File: src/rtl/pwm_runctl_pkg.sv
package pwm_runctl_pkg;
    // action the arbiter selects for the next clock edge
    typedef enum logic [2:0] {
        ACT_IDLE    = 3'd0,
        ACT_START   = 3'd1,
        ACT_ADVANCE = 3'd2,
        ACT_FREEZE  = 3'd3,
        ACT_HALT    = 3'd4
    } run_act_e;
endpackage

File: src/rtl/pwm_run_arb.sv
module pwm_run_arb
    import pwm_runctl_pkg::*;
(
    input  logic     running_q,
    input  logic     drain_q,
    input  logic     local_q,
    input  logic     run_local,
    input  logic     run_follow,
    input  logic     finish_cycle,
    input  logic     wrap,
    output run_act_e act,
    output logic     drain_d,
    output logic     local_d
);
    logic go;

    always_comb begin
        // the local bit wins; the partner request only matters when it is clear
        go      = run_local | run_follow;
        act     = ACT_IDLE;
        drain_d = 1'b0;
        local_d = local_q;
        if (!running_q) begin
            if (go) begin
                act     = ACT_START;
                local_d = run_local;
            end
        end else if (go) begin
            act     = ACT_ADVANCE;
            local_d = run_local;
        end else if (drain_q || (local_q && finish_cycle)) begin
            act     = wrap ? ACT_HALT : ACT_ADVANCE;
            drain_d = !wrap;
        end else begin
            act = ACT_FREEZE;
        end
    end
endmodule

File: src/rtl/pwm_period_cnt.sv
module pwm_period_cnt #(
    parameter int CNT_W = 8
) (
    input  logic             running_q,
    input  logic [CNT_W-1:0] cnt_q,
    input  logic [CNT_W-1:0] period,
    input  logic [CNT_W-1:0] compare,
    output logic             wrap,
    output logic [CNT_W-1:0] cnt_next,
    output logic             pwm
);
    localparam logic [CNT_W-1:0] ONE = CNT_W'(1);

    always_comb begin
        wrap     = running_q && (cnt_q >= period);
        cnt_next = wrap ? '0 : cnt_q + ONE;
        pwm      = running_q && (cnt_q < compare);
    end
endmodule

File: src/rtl/pwm_runctl.sv
module pwm_runctl
    import pwm_runctl_pkg::*;
#(
    parameter int CNT_W = 8
) (
    input  logic             clk,
    input  logic             rst_n,
    input  logic             run_local,
    input  logic             run_follow,
    input  logic             finish_cycle,
    input  logic [CNT_W-1:0] period,
    input  logic [CNT_W-1:0] compare,
    output logic             pwm_out,
    output logic             cycle_end,
    output logic             running,
    output logic [CNT_W-1:0] count
);
    typedef struct packed {
        logic             running;
        logic             drain;
        logic             local_src;
        logic [CNT_W-1:0] cnt;
    } ctl_t;

    ctl_t     st_q, st_d;
    run_act_e act;
    logic     wrap, pwm_raw, drain_n, local_n;
    logic     drain_q, local_q;
    logic [CNT_W-1:0] cnt_inc;

    assign drain_q = st_q.drain;
    assign local_q = st_q.local_src;

    pwm_period_cnt #(.CNT_W(CNT_W)) u_cnt (
        .running_q (st_q.running),
        .cnt_q     (st_q.cnt),
        .period    (period),
        .compare   (compare),
        .wrap      (wrap),
        .cnt_next  (cnt_inc),
        .pwm       (pwm_raw)
    );

    pwm_run_arb u_arb (
        .running_q    (st_q.running),
        .drain_q      (st_q.drain),
        .local_q      (st_q.local_src),
        .run_local    (run_local),
        .run_follow   (run_follow),
        .finish_cycle (finish_cycle),
        .wrap         (wrap),
        .act          (act),
        .drain_d      (drain_n),
        .local_d      (local_n)
    );

    always_comb begin
        st_d           = st_q;
        st_d.local_src = local_n;
        st_d.drain     = drain_n;
        case (act)
            ACT_START: begin
                st_d.running = 1'b1;
                st_d.cnt     = '0;
            end
            ACT_ADVANCE: st_d.cnt = cnt_inc;
            ACT_FREEZE:  st_d.running = 1'b0;
            ACT_HALT: begin
                st_d.running = 1'b0;
                st_d.cnt     = '0;
            end
            default: ;
        endcase
    end

    always_ff @(posedge clk) begin
        if (!rst_n) begin
            st_q <= '0;
        end else begin
            st_q <= st_d;
        end
    end

    assign pwm_out   = pwm_raw;
    assign cycle_end = wrap;
    assign running   = st_q.running;
    assign count     = st_q.cnt;
endmodule

File: config.mk
export PLATFORM = sky130hd
export DESIGN_NAME = pwm_runctl
export DESIGN_NICKNAME = d
export VERILOG_FILES = /design/src/rtl/pwm_runctl_pkg.sv /design/src/rtl/pwm_run_arb.sv /design/src/rtl/pwm_period_cnt.sv /design/src/rtl/pwm_runctl.sv
export SDC_FILE = /design/constraint.sdc
export NUM_CORES = 1
export LEC_CHECK = 0
export BUFFER_PORTS_ARGS = -buffer_cell sky130_fd_sc_hd__buf_2
export CELL_PAD_IN_SITES_DETAIL_PLACEMENT = 0
export CELL_PAD_IN_SITES_GLOBAL_PLACEMENT = 2
export CORE_ASPECT_RATIO = 0.9
export CORE_MARGIN = 2
export CORE_UTILIZATION = 29
export DETAILED_ROUTE_END_ITERATION = 8
export GPL_TIMING_DRIVEN = 0
export PLACE_DENSITY = 0.94
export SLEW_MARGIN = 20
export SYNTH_ARGS = -nofsm -noshare
export SYNTH_HDL_FRONTEND = slang
export SYNTH_SLANG_ARGS = --single-unit
File: constraint.sdc
create_clock -name clk -period 3.8 [get_ports clk]
set_input_delay 0.76 -clock clk [delete_from_list [all_inputs] [get_ports clk]]
set_output_delay 0.76 -clock clk [all_outputs]
set_load 0.01 [all_outputs]
Yosys cells after proc, flatten, opt, wreduce, memory -nomap -nowiden:

Cells that the tools add are included.

* register bits after elaboration: 11
* bits of input ports: 21
* output and inout bits: 11
* word-level logic and storage cells: 33

* add/sub/neg operators: 1
* $lt $le $gt $ge: 2
* equal/unequal tests: 4
* mux-type cells: 8
* bitwise gates (word level): 4
* reductions and logical operators: 10

Operator list (count)
* 8-bit one-hot mux with 2 select lines: 1
* 3-bit two-way mux: 4
* 8-bit by 1-bit adder with 8-bit output, second input constant: 1
* 8-bit >= comparator: 1
* 8-bit < comparator: 1
* 8-bit two-way mux: 1
* 3-bit by 2-bit == test with 1-bit output, second input constant: 2
* 2-bit nonzero test: 2
* 2-bit OR reduction: 2
* 4-bit OR reduction: 1
* 3-bit by 1-bit == test with 1-bit output, second input constant: 1
* 3-bit == test, second input constant: 1
* 1-bit logical AND: 3
* 1-bit NOT: 3
* 1-bit one-hot mux with 2 select lines: 1
* 1-bit logical NOT: 1
* 1-bit logical OR: 1
* 1-bit two-way mux: 1
* 1-bit OR: 1

Logic depth before layout (Yosys ltp):

Gate-level depths: netlist of the first run.

* depth after elaboration: 9
* mapped depth: 7
* depth with buffers taken out: 7

By module:

A second synthesis of the first run with hierarchy kept.

* cell total of the unflattened synthesis: 129
* area total of the unflattened synthesis: 1049.8 um^2

By module, submodules not included
* pwm_period_cnt: times used 1, cells an instance 72, area each 528.0 um^2, sequential area each 0.0 um^2
* pwm_runctl: times used 1, cells an instance 47, area each 447.9 um^2, sequential area each 220.2 um^2
* pwm_run_arb: times used 1, cells an instance 10, area each 73.8 um^2, sequential area each 0.0 um^2

Worst setup path before layout of the first run:

Ideal clock, no wire load.

* path type: in2out
* from: input period[7]
* to: output cycle_end
* arrival: 1.935 ns
* data required time: 3.040 ns
* path slack: 1.105 ns
* cell stages on the path: 6
* buffers on the path: 0
* cell sequence: inv_1 -> ha_1 -> nand2_1 -> or3_1 -> o21ba_2 -> nor2b_1

* word-level cells in the longest chain between the ends: 2

Ends and longest elaborated chain
* start, declared: line pwm_runctl.sv:11 `input logic [CNT_W-1:0] period,`
* 8-bit >= comparator: line pwm_period_cnt.sv:15 `wrap = running_q && (cnt_q >= period);`
* 1-bit logical AND: line pwm_period_cnt.sv:15
* end, declared: line pwm_runctl.sv:14 `output logic cycle_end,`

No other way between the ends.

Worst setup path in the final report of the first run:

Same ends and word-level chain as after synthesis.

==> impl_results.html, run 1 <==
<table>
<tr><th>Metric</th><th>Value</th></tr>
<tr><th colspan="2">GRT</th></tr>
<tr><td>Vias in the first global route</td><td>968</td></tr>
<tr><td>First-pass GRT wire length</td><td>roughly 4.2 mm</td></tr>
<tr><td>Number of antenna violations at the first check in global routing</td><td>0</td></tr>
<tr><td>GRT Residual Overflow</td><td>0</td></tr>
<tr><td>Maximum number of pins on one net before global-route repair</td><td>11</td></tr>
<tr><td>Global-route total usage across every layer</td><td>14.24%</td></tr>
<tr><th colspan="2">Synth</th></tr>
<tr><td>Gate count after technology mapping</td><td>117</td></tr>
<tr><td>Syn_nets</td><td>about 150</td></tr>
<tr><td>Cell type contributing the most total cell area after synthesis</td><td>sky130_fd_sc_hd__dfxtp_1</td></tr>
<tr><td>Mean instance size in the synthesized netlist</td><td>7.946 sq um</td></tr>
<tr><td>Distinct cell type count of the synthesized netlist</td><td>35</td></tr>
<tr><td>Sequential area share after synthesis</td><td>a little under a quarter</td></tr>
<tr><td>Number of synthesis warnings</td><td>0</td></tr>
<tr><td>Proportion of netlist area held by the largest area contributor</td><td>23.69%</td></tr>
<tr><td>Synthesized cell area</td><td>929.6 sq um</td></tr>
<tr><td>Cell types with the largest area share after synthesis</td><td>sky130_fd_sc_hd__dfxtp_1 24%, sky130_fd_sc_hd__ha_1 22%, sky130_fd_sc_hd__inv_1 6.9%</td></tr>
<tr><td>Post-synthesis register bit count</td><td>11</td></tr>
<tr><th colspan="2">Floorplanning</th></tr>
<tr><td>Boundary Pins</td><td>32</td></tr>
<tr><td>Floorplan die area</td><td>0.003675 sq mm</td></tr>
<tr><td>Starting utilization of the core area</td><td>30.31%</td></tr>
<tr><td>Vertical die dimension</td><td>57.72 microns</td></tr>
<tr><td>Site Rows</td><td>19</td></tr>
<tr><td>X dimension of the die</td><td>about 64 microns</td></tr>
<tr><td>Area of the core</td><td>0.003067 sq mm</td></tr>
<tr><th colspan="2">Clocking</th></tr>
<tr><td>Maximum root-to-sink buffer count</td><td>2</td></tr>
<tr><td>CTS sink cnt</td><td>11</td></tr>
<tr><td>Library cell used as clock root buffer</td><td>sky130_fd_sc_hd__clkbuf_4</td></tr>
<tr><td>Worst-skew pair later-pin latency</td><td>0.27 ns</td></tr>
<tr><td>Clock-pin slew on the worst setup and hold paths</td><td>0.07 ns</td></tr>
<tr><td>Post-CTS setup buffer count</td><td>0</td></tr>
<tr><td>H-tree depth</td><td>1</td></tr>
<tr><td>CTS hold repair buffers</td><td>0</td></tr>
<tr><td>Post-cts gate resize count</td><td>0</td></tr>
<tr><td>CTS tree</td><td>yes</td></tr>
<tr><td>TritonCTS Buffers</td><td>3</td></tr>
<tr><th colspan="2">Worst setup path</th></tr>
<tr><td>Cell count of the worst reg-to-reg path</td><td>6</td></tr>
<tr><td>Category of the worst setup path capture point</td><td>output pin</td></tr>
<tr><td>Required @ worst endpoint</td><td>3.04 ns</td></tr>
<tr><td>Worst Setup Start Kind</td><td>primary input</td></tr>
<tr><td>Classification of the worst setup path</td><td>in2out</td></tr>
<tr><td>Arrival time reported for the critical path endpoint</td><td>2.12 ns</td></tr>
<tr><td>Maximum net fanout on the critical path</td><td>3</td></tr>
<tr><th colspan="2">Route</th></tr>
<tr><td>Via density</td><td>4.902</td></tr>
<tr><td>Wire length the detailed router placed on met1</td><td>1.113 mm</td></tr>
<tr><td>Highest metal layer with signal wires</td><td>met3</td></tr>
<tr><td>Average wire per cell in the routed design</td><td>11.90 microns</td></tr>
<tr><td>Drc violations</td><td>0</td></tr>
<tr><td>Total wire length after detailed routing</td><td>2.309 mm</td></tr>
<tr><td>Detailed-routed wire length on met3</td><td>around 140 microns</td></tr>
<tr><td>Vias</td><td>951</td></tr>
<tr><td>Met2 WL post-DR</td><td>1.051 mm</td></tr>
<tr><td>First-pass iteration count of the detailed router</td><td>4</td></tr>
<tr><td>Drt first-iter violations</td><td>8</td></tr>
<tr><td>Residual antenna-violating net count after detailed routing</td><td>0</td></tr>
<tr><th colspan="2">Power</th></tr>
<tr><td>Peak VDD IR</td><td>187.0 uV</td></tr>
<tr><td>Clock group share of total power</td><td>32.0%</td></tr>
<tr><td>Leak</td><td>0.6393 nW</td></tr>
<tr><td>Pwr/cell area</td><td>215.3 mW/mm^2</td></tr>
<tr><td>Switching power as a share of total power</td><td>27.58%</td></tr>
<tr><td>Sequential share of power</td><td>about 49%</td></tr>
<tr><td>Net switching power of the design</td><td>0.00006908 W</td></tr>
<tr><td>Comb pwr share</td><td>19.5%</td></tr>
<tr><td>Cell internal power dissipation</td><td>0.0001814 W</td></tr>
<tr><th colspan="2">Timing</th></tr>
<tr><td>Skew final</td><td>0.002663 ns</td></tr>
<tr><td>Timing-limited maximum frequency</td><td>0.3468 GHz</td></tr>
<tr><td>Setup repair after global routing missed its margin</td><td>no</td></tr>
<tr><td>Max-slew headroom at the worst pin</td><td>approximately half</td></tr>
<tr><td>Clock period minus worst slack</td><td>between 2 and 3 ns</td></tr>
<tr><td>Setup TNS</td><td>0 ns</td></tr>
<tr><td>Final hold violation count</td><td>0</td></tr>
<tr><td>Final clock period utilization by the worst path</td><td>75.88%</td></tr>
<tr><td>Final setup viols</td><td>0</td></tr>
<tr><td>Max-slew violation count</td><td>0</td></tr>
<tr><td>Worst slew pin tran</td><td>0.7620 ns</td></tr>
<tr><th colspan="2">Final layout</th></tr>
<tr><td>Ant. Diodes</td><td>0</td></tr>
<tr><td>Count of nets after finishing</td><td>190</td></tr>
<tr><td>Leading cell types in the layout, fill and taps excluded</td><td>31 x sky130_fd_sc_hd__buf_2, 17 x sky130_fd_sc_hd__inv_1, 16 x sky130_fd_sc_hd__ha_1</td></tr>
<tr><td>Area added between synthesis and finish</td><td>25.17%</td></tr>
<tr><td>Total non-filler cell area in the finished layout</td><td>roughly 0.0012 sq mm</td></tr>
<tr><td>Most frequent standard cell in the layout excluding fill and tap cells</td><td>sky130_fd_sc_hd__buf_2</td></tr>
<tr><td>Share of final-layout standard cells stronger than drive strength 1</td><td>approximately 27%</td></tr>
<tr><th colspan="2">Hold path</th></tr>
<tr><td>Number of stages on the worst hold path</td><td>2</td></tr>
<tr><td>Worst hold path class</td><td>reg2reg</td></tr>
<tr><th colspan="2">Placement</th></tr>
<tr><td>Weighted congestion at the end of routability-driven global placement</td><td>0.7663</td></tr>
<tr><td>Post-DP HPWL</td><td>1.866 mm</td></tr>
<tr><td>IO buf count</td><td>31</td></tr>
<tr><td>Cell Area, Placed</td><td>0.001137 sq mm</td></tr>
<tr><th colspan="2">Run</th></tr>
<tr><td>Maxcap violations</td><td>0</td></tr>
<tr><th colspan="2">Run status</th></tr>
<tr><td>Run status</td><td>completed</td></tr>
</table>
[path summary, 6_finish.rpt]
path	end	slack (ns)	startpoint
worst max-delay path	cycle_end	0.92	period[7]
worst min-delay path	count[0]	0.55	count[0]
worst max register to register	count[6]	1.59	count[2]
worst min register to register	count[0]	0.55	count[0]
[cell type report]
cell class / count / area (sq um)
Sequential cell: 11 / 220.2
Tap cell: 42 / 52.55
Clock buffer: 4 / 26.28
Fill cell: 342 / 1903
Inverter: 18 / 67.56
Multi-Input combinational cell: 88 / 641.9
Timing Repair Buffer: 31 / 155.1
[layer usage]
layer	vias up	track usage, %
met5	-	0
met4	0	1.863
met3	0	4.272
met2	31	24.06
met1	429	18.56
li1	491	-
[cells in the mapped netlist (all sizes together)]
| master | n |
|---|---|
| a2111oi | 1 |
| a22oi | 1 |
| o21a | 1 |
| a21oi | 7 |
| nand3 | 6 |
| o211a | 2 |
| inv | 17 |
| or4 | 2 |
| ha | 16 |
| nor3 | 4 |
| nand2 | 10 |
| a21boi | 1 |
| a31oi | 4 |
| a2bb2oi | 2 |
| a21o | 5 |
| nor3b | 1 |
| nand4b | 1 |
| nor2 | 9 |
| or3 | 1 |
| a211o | 1 |
| a32oi | 1 |
| mux2 | 1 |
| dfxtp | 11 |
| nand4 | 1 |
| o21ba | 1 |
| and4 | 1 |
| nor2b | 2 |
| nand2b | 2 |
| clkinv | 1 |
| or2 | 1 |
| o21ai | 3 |
[through the flow]
step / setup WS, ns / power [W] / std cells / util (%) / hold slack [ns]
floorplan: 1.105 / 0.0001520 / 117 / - / 0.4979
global placement: 0.9399 / 0.0001713 / 190 / 37.09 / 0.5187
detailed placement: 0.9179 / 0.0001742 / 190 / 37.09 / 0.5467
CTS: 0.9028 / 0.0002563 / 194 / 37.94 / 0.5567
global route: 0.7885 / 0.0002688 / 194 / 37.94 / 0.5792
finish: 0.9167 / 0.0002505 / 194 / 37.94 / 0.5494
[registers in the layout, summed over array words and instances, names as in the netlist]
signal / count
running: 1
drain_q: 1
count: 8
local_q: 1
[kinds of logic (layout without fill, tap and decap cells)]
kind of cell / after synthesis / count (layout) / synth area share, %
AND/OR/NAND/NOR: 41 / 41 / 22.07
multiplexers: 1 / 1 / 1.211
AO/OA/AOI/OAI: 30 / 30 / 24.23
adder cells (fa/ha/maj): 16 / 16 / 21.53
buffers and inverters: 18 / 53 / 7.267
flip-flops: 11 / 11 / 23.69
[critical path, stage by stage]
cell	delay, ns
sky130_fd_sc_hd__buf_2	0.07
sky130_fd_sc_hd__inv_1	0.03
sky130_fd_sc_hd__ha_1	0.28
sky130_fd_sc_hd__nand2_1	0.08
sky130_fd_sc_hd__or3_1	0.41
sky130_fd_sc_hd__o21ba_2	0.25
sky130_fd_sc_hd__nor2b_1	0.10
sky130_fd_sc_hd__buf_2	0.14
[power groups by stage]
stage	sequential, W	clock (W)	combinational (W)
after floorplan	0.000124	0	0.0000282
after global placement	0.000124	0	0.0000475
after detailed placement	0.000124	0	0.0000501
after CTS	0.000122	0.0000845	0.0000502
after global routing	0.000122	0.0000901	0.0000567
final	0.000121	0.0000802	0.0000489
(Power assumes the default switching activity.)
==> run 2, diff against run 1 <==
--- a/config.mk
+++ b/config.mk
@@ -5,15 +5,16 @@
 export SDC_FILE = /design/constraint.sdc
 export NUM_CORES = 1
 export LEC_CHECK = 0
+export ABC_AREA = 1
 export BUFFER_PORTS_ARGS = -buffer_cell sky130_fd_sc_hd__buf_2
 export CELL_PAD_IN_SITES_DETAIL_PLACEMENT = 0
 export CELL_PAD_IN_SITES_GLOBAL_PLACEMENT = 2
 export CORE_ASPECT_RATIO = 0.9
 export CORE_MARGIN = 2
-export CORE_UTILIZATION = 29
+export CORE_UTILIZATION = 26
 export DETAILED_ROUTE_END_ITERATION = 8
 export GPL_TIMING_DRIVEN = 0
-export PLACE_DENSITY = 0.94
+export PLACE_DENSITY = 0.89
 export SLEW_MARGIN = 20
 export SYNTH_ARGS = -nofsm -noshare
 export SYNTH_HDL_FRONTEND = slang
==> constraint.sdc (replaced) <==
create_clock -name clk -period 2.7 [get_ports clk]
set_input_delay 0.54 -clock clk [delete_from_list [all_inputs] [get_ports clk]]
set_output_delay 0.54 -clock clk [all_outputs]
set_load 0.01 [all_outputs]
==> run 2 against run 1 <==
Compared with the run above:
- first-iteration DRC count rose by 75%
- die area rose by 20%
- global-route usage down 3.4 points
- clock power is 100% higher
- clock skew about the same
- non-clock buffer count unchanged
- cell area grew 8.8%
- sequential power up 41%
- area after synthesis is 8.5% higher
- critical endpoint unchanged
- largest cell class unchanged
- cell count increased by 19%
==> impl_results.html, run 2 <==
<table>
<tr><th>Metric</th><th>Value</th></tr>
<tr><th colspan="2">Run status</th></tr>
<tr><td>Run status</td><td>completed</td></tr>
<tr><th colspan="2">Placement</th></tr>
<tr><td>Post-DP HPWL</td><td>1.876 mm</td></tr>
<tr><td>IO buf count</td><td>31</td></tr>
<tr><td>Weighted congestion at the end of routability-driven global placement</td><td>about 0.75</td></tr>
<tr><td>Pre-CTS setup slack</td><td>0.3657 ns</td></tr>
<tr><th colspan="2">Route</th></tr>
<tr><td>Drc violations</td><td>0</td></tr>
<tr><td>Via density</td><td>between 4 and 5</td></tr>
<tr><td>Total wire length after detailed routing</td><td>2.261 mm</td></tr>
<tr><td>First-pass iteration count of the detailed router</td><td>2</td></tr>
<tr><td>Vias</td><td>1,023</td></tr>
<tr><td>Residual antenna-violating net count after detailed routing</td><td>0</td></tr>
<tr><td>Average wire per cell in the routed design</td><td>9.830 microns</td></tr>
<tr><td>Drt first-iter violations</td><td>14</td></tr>
<tr><th colspan="2">Synth</th></tr>
<tr><td>Most common cell in the netlist</td><td>sky130_fd_sc_hd__nand2_1</td></tr>
<tr><td>Cell types with the largest area share after synthesis</td><td>sky130_fd_sc_hd__dfxtp_1 22%, sky130_fd_sc_hd__ha_1 20%, sky130_fd_sc_hd__nand2_1 14%</td></tr>
<tr><td>Cell types with the highest counts after synthesis</td><td>37 x sky130_fd_sc_hd__nand2_1, 32 x sky130_fd_sc_hd__inv_1, 17 x sky130_fd_sc_hd__a21oi_1</td></tr>
<tr><td>Proportion of netlist area held by the largest area contributor</td><td>a little over a fifth</td></tr>
<tr><td>Distinct cell type count of the synthesized netlist</td><td>21</td></tr>
<tr><td>Mean instance size in the synthesized netlist</td><td>6.768 sq um</td></tr>
<tr><td>Syn_nets</td><td>~190</td></tr>
<tr><td>Primary flip-flop cell chosen by synthesis mapping</td><td>sky130_fd_sc_hd__dfxtp_1</td></tr>
<tr><td>Sequential area share after synthesis</td><td>21.84%</td></tr>
<tr><td>Number of synthesis warnings</td><td>0</td></tr>
<tr><td>Gate count after technology mapping</td><td>149</td></tr>
<tr><td>Cell type contributing the most total cell area after synthesis</td><td>sky130_fd_sc_hd__dfxtp_1</td></tr>
<tr><td>Post-synth EDFFs</td><td>0</td></tr>
<tr><td>Post-synthesis register bit count</td><td>11</td></tr>
<tr><td>Synthesized cell area</td><td>0.001008 sq mm</td></tr>
<tr><td>Fraction of registers with async set or reset after synthesis</td><td>0%</td></tr>
<tr><th colspan="2">Final layout</th></tr>
<tr><td>Count of nets after finishing</td><td>222</td></tr>
<tr><td>Max FFs per register</td><td>8</td></tr>
<tr><td>Final core utilization</td><td>between 30% and 40%</td></tr>
<tr><td>Share of final-layout standard cells stronger than drive strength 1</td><td>22.83%</td></tr>
<tr><td>Ant. Diodes</td><td>0</td></tr>
<tr><td>Most frequent standard cell in the layout excluding fill and tap cells</td><td>sky130_fd_sc_hd__nand2_1</td></tr>
<tr><td>Area added between synthesis and finish</td><td>25.56%</td></tr>
<tr><td>Leading cell types in the layout, fill and taps excluded</td><td>37 x sky130_fd_sc_hd__nand2_1, 32 x sky130_fd_sc_hd__inv_1, 31 x sky130_fd_sc_hd__buf_2</td></tr>
<tr><th colspan="2">Power</th></tr>
<tr><td>Pwr/cell area</td><td>320.4 mW/mm^2</td></tr>
<tr><td>Leak</td><td>0.7315 nW</td></tr>
<tr><td>Clock group share of total power</td><td>39.8%</td></tr>
<tr><td>Cell internal power dissipation</td><td>a little over 0.0003 W</td></tr>
<tr><td>Switching power as a share of total power</td><td>approximately 26%</td></tr>
<tr><td>Sequential share of power</td><td>between 40% and 50%</td></tr>
<tr><td>Comb pwr share</td><td>18.1%</td></tr>
<tr><td>Peak VDD IR</td><td>~120 uV</td></tr>
<tr><td>Net switching power of the design</td><td>between 0.0001 and 0.00015 W</td></tr>
<tr><th colspan="2">Timing</th></tr>
<tr><td>Final hold violation count</td><td>0</td></tr>
<tr><td>Timing-limited maximum frequency</td><td>approximately 0.42 GHz</td></tr>
<tr><td>Max-slew violation count</td><td>0</td></tr>
<tr><td>Clock period minus worst slack</td><td>2.390 ns</td></tr>
<tr><td>Setup TNS</td><td>0 ns</td></tr>
<tr><td>Final setup viols</td><td>0</td></tr>
<tr><td>Final clock period utilization by the worst path</td><td>88.51%</td></tr>
<tr><td>Worst slew pin tran</td><td>0.3713 ns</td></tr>
<tr><td>Skew final</td><td>0.003149 ns</td></tr>
<tr><td>Final setup margin</td><td>0.3103 ns</td></tr>
<tr><td>Worst slack on hold paths</td><td>0.4923 ns</td></tr>
<tr><td>Max-slew headroom at the worst pin</td><td>approximately 75%</td></tr>
<tr><td>Setup repair after global routing missed its margin</td><td>no</td></tr>
<tr><th colspan="2">Hold path</th></tr>
<tr><td>Hold wc startpoint</td><td>local_q</td></tr>
<tr><td>Number of stages on the worst hold path</td><td>2</td></tr>
<tr><td>Worst hold path class</td><td>reg2reg</td></tr>
<tr><th colspan="2">Floorplanning</th></tr>
<tr><td>X dimension of the die</td><td>69.65 microns</td></tr>
<tr><td>Floorplan die area</td><td>0.004394 sq mm</td></tr>
<tr><td>Boundary Pins</td><td>32</td></tr>
<tr><td>Area of the core</td><td>0.003731 sq mm</td></tr>
<tr><td>Vertical die dimension</td><td>63.09 microns</td></tr>
<tr><td>Site Rows</td><td>21</td></tr>
<tr><td>Starting utilization of the core area</td><td>27.03%</td></tr>
<tr><th colspan="2">Worst setup path</th></tr>
<tr><td>Cell-by-cell trace of the critical path</td><td>ha_1 -&gt; a21oi_1 -&gt; nor2_1 -&gt; nor2_4 -&gt; nand3_2 -&gt; nand2_1 -&gt; inv_1 -&gt; buf_2</td></tr>
<tr><td>Delay of the slowest cell on the worst path</td><td>0.49 ns</td></tr>
<tr><td>Arrival time reported for the critical path endpoint</td><td>approximately 1.9 ns</td></tr>
<tr><td>Worst Setup Start Kind</td><td>register</td></tr>
<tr><td>Cell count of the worst reg-to-reg path</td><td>8</td></tr>
<tr><td>Category of the worst setup path capture point</td><td>output pin</td></tr>
<tr><td>Source of the worst register-to-register timing path</td><td>count[5]</td></tr>
<tr><td>Start point of the critical path</td><td>count[5]</td></tr>
<tr><td>CP max-delay cell</td><td>sky130_fd_sc_hd__dfxtp_1</td></tr>
<tr><td>Required @ worst endpoint</td><td>2.16 ns</td></tr>
<tr><td>Maximum net fanout on the critical path</td><td>8</td></tr>
<tr><td>Classification of the worst setup path</td><td>reg2out</td></tr>
<tr><th colspan="2">Run</th></tr>
<tr><td>Maxcap violations</td><td>0</td></tr>
<tr><th colspan="2">Clocking</th></tr>
<tr><td>Library cell used as clock root buffer</td><td>sky130_fd_sc_hd__clkbuf_8</td></tr>
<tr><td>CTS tree</td><td>yes</td></tr>
<tr><td>Worst-skew pair later-pin latency</td><td>0.23 ns</td></tr>
<tr><td>CTS hold repair buffers</td><td>0</td></tr>
<tr><td>CTS sink cnt</td><td>11</td></tr>
<tr><td>Post-cts gate resize count</td><td>0</td></tr>
<tr><td>H-tree depth</td><td>1</td></tr>
<tr><td>Maximum root-to-sink buffer count</td><td>2</td></tr>
<tr><td>Post-CTS setup buffer count</td><td>0</td></tr>
<tr><td>Clock-pin slew on the worst setup and hold paths</td><td>roughly 0.050 ns</td></tr>
<tr><td>TritonCTS Buffers</td><td>3</td></tr>
<tr><th colspan="2">GRT</th></tr>
<tr><td>First-pass GRT wire length</td><td>4.015 mm</td></tr>
<tr><td>Vias in the first global route</td><td>945</td></tr>
<tr><td>Number of antenna violations at the first check in global routing</td><td>0</td></tr>
<tr><td>GRT Residual Overflow</td><td>0</td></tr>
<tr><td>Maximum number of pins on one net before global-route repair</td><td>9</td></tr>
<tr><td>Global-route total usage across every layer</td><td>10.88%</td></tr>
</table>
[run 2: cell families (layout without fill, tap and decap cells)]
kind of cell | Yosys count | after routing | synth area share, %
flops | 11 | 11 | 21.84
simple gates | 62 | 62 | 29.90
fa+ha+maj | 16 | 16 | 19.85
compound gates | 25 | 25 | 13.90
buf+inv | 32 | 67 | 11.91
xor+xnor | 3 | 3 | 2.606
[run 2: cell type report]
type / count / area [sq um]
fillers: 441 / 2465
well taps: 46 / 57.56
flip-flops and latches: 11 / 220.2
clock buffers: 4 / 45.04
inverters: 32 / 120.1
repair buffers: 31 / 155.1
multi-input cells: 106 / 668.1
[run 2: worst max-delay path: cells and delay by family, from the launching register on]
| family | cells | cell delay [ns] |
|---|---|---|
| and+or+nand+nor | 4 | 0.50 |
| AOI/OAI and AO/OA | 1 | 0.15 |
| buffers and inverters | 2 | 0.17 |
| adders and majority gates | 1 | 0.31 |
| DFF | 1 | 0.49 |
[run 2: layer usage]
layer	GRT usage, %	share of wire (%)
met2	17.79	43
met3	0.8000	3.8
met5	0	0
met1	15.21	52
met4	3.606	0.93
[run 2: per-stage QoR]
| step | total power (W) | std cells | area [sq um] |
|---|---|---|---|
| after floorplan | 0.0002181 | 149 | 1008 |
| after global placement | 0.0002486 | 226 | 1221 |
| after detailed placement | 0.0002483 | 226 | 1221 |
| after CTS | 0.0004115 | 230 | 1266 |
| after global routing | 0.0004318 | 230 | 1266 |
| final | 0.0004056 | 230 | 1266 |
[run 2: power by group through the flow]
stage / sequential (W) / combinational [W] / clock, W
after global routing: 0.000171 / 0.0000864 / 0.000174
after global placement: 0.000174 / 0.0000744 / 0
final: 0.000171 / 0.0000735 / 0.000161
after detailed placement: 0.000174 / 0.0000740 / 0
after CTS: 0.000171 / 0.0000747 / 0.000166
after floorplan: 0.000174 / 0.0000437 / 0
[run 2: path summary, 6_finish.rpt]
kind / end / slack, ns
max: cycle_end / 0.31
min: local_q / 0.49
max reg2reg: count[6] / 1.01
min reg2reg: local_q / 0.49
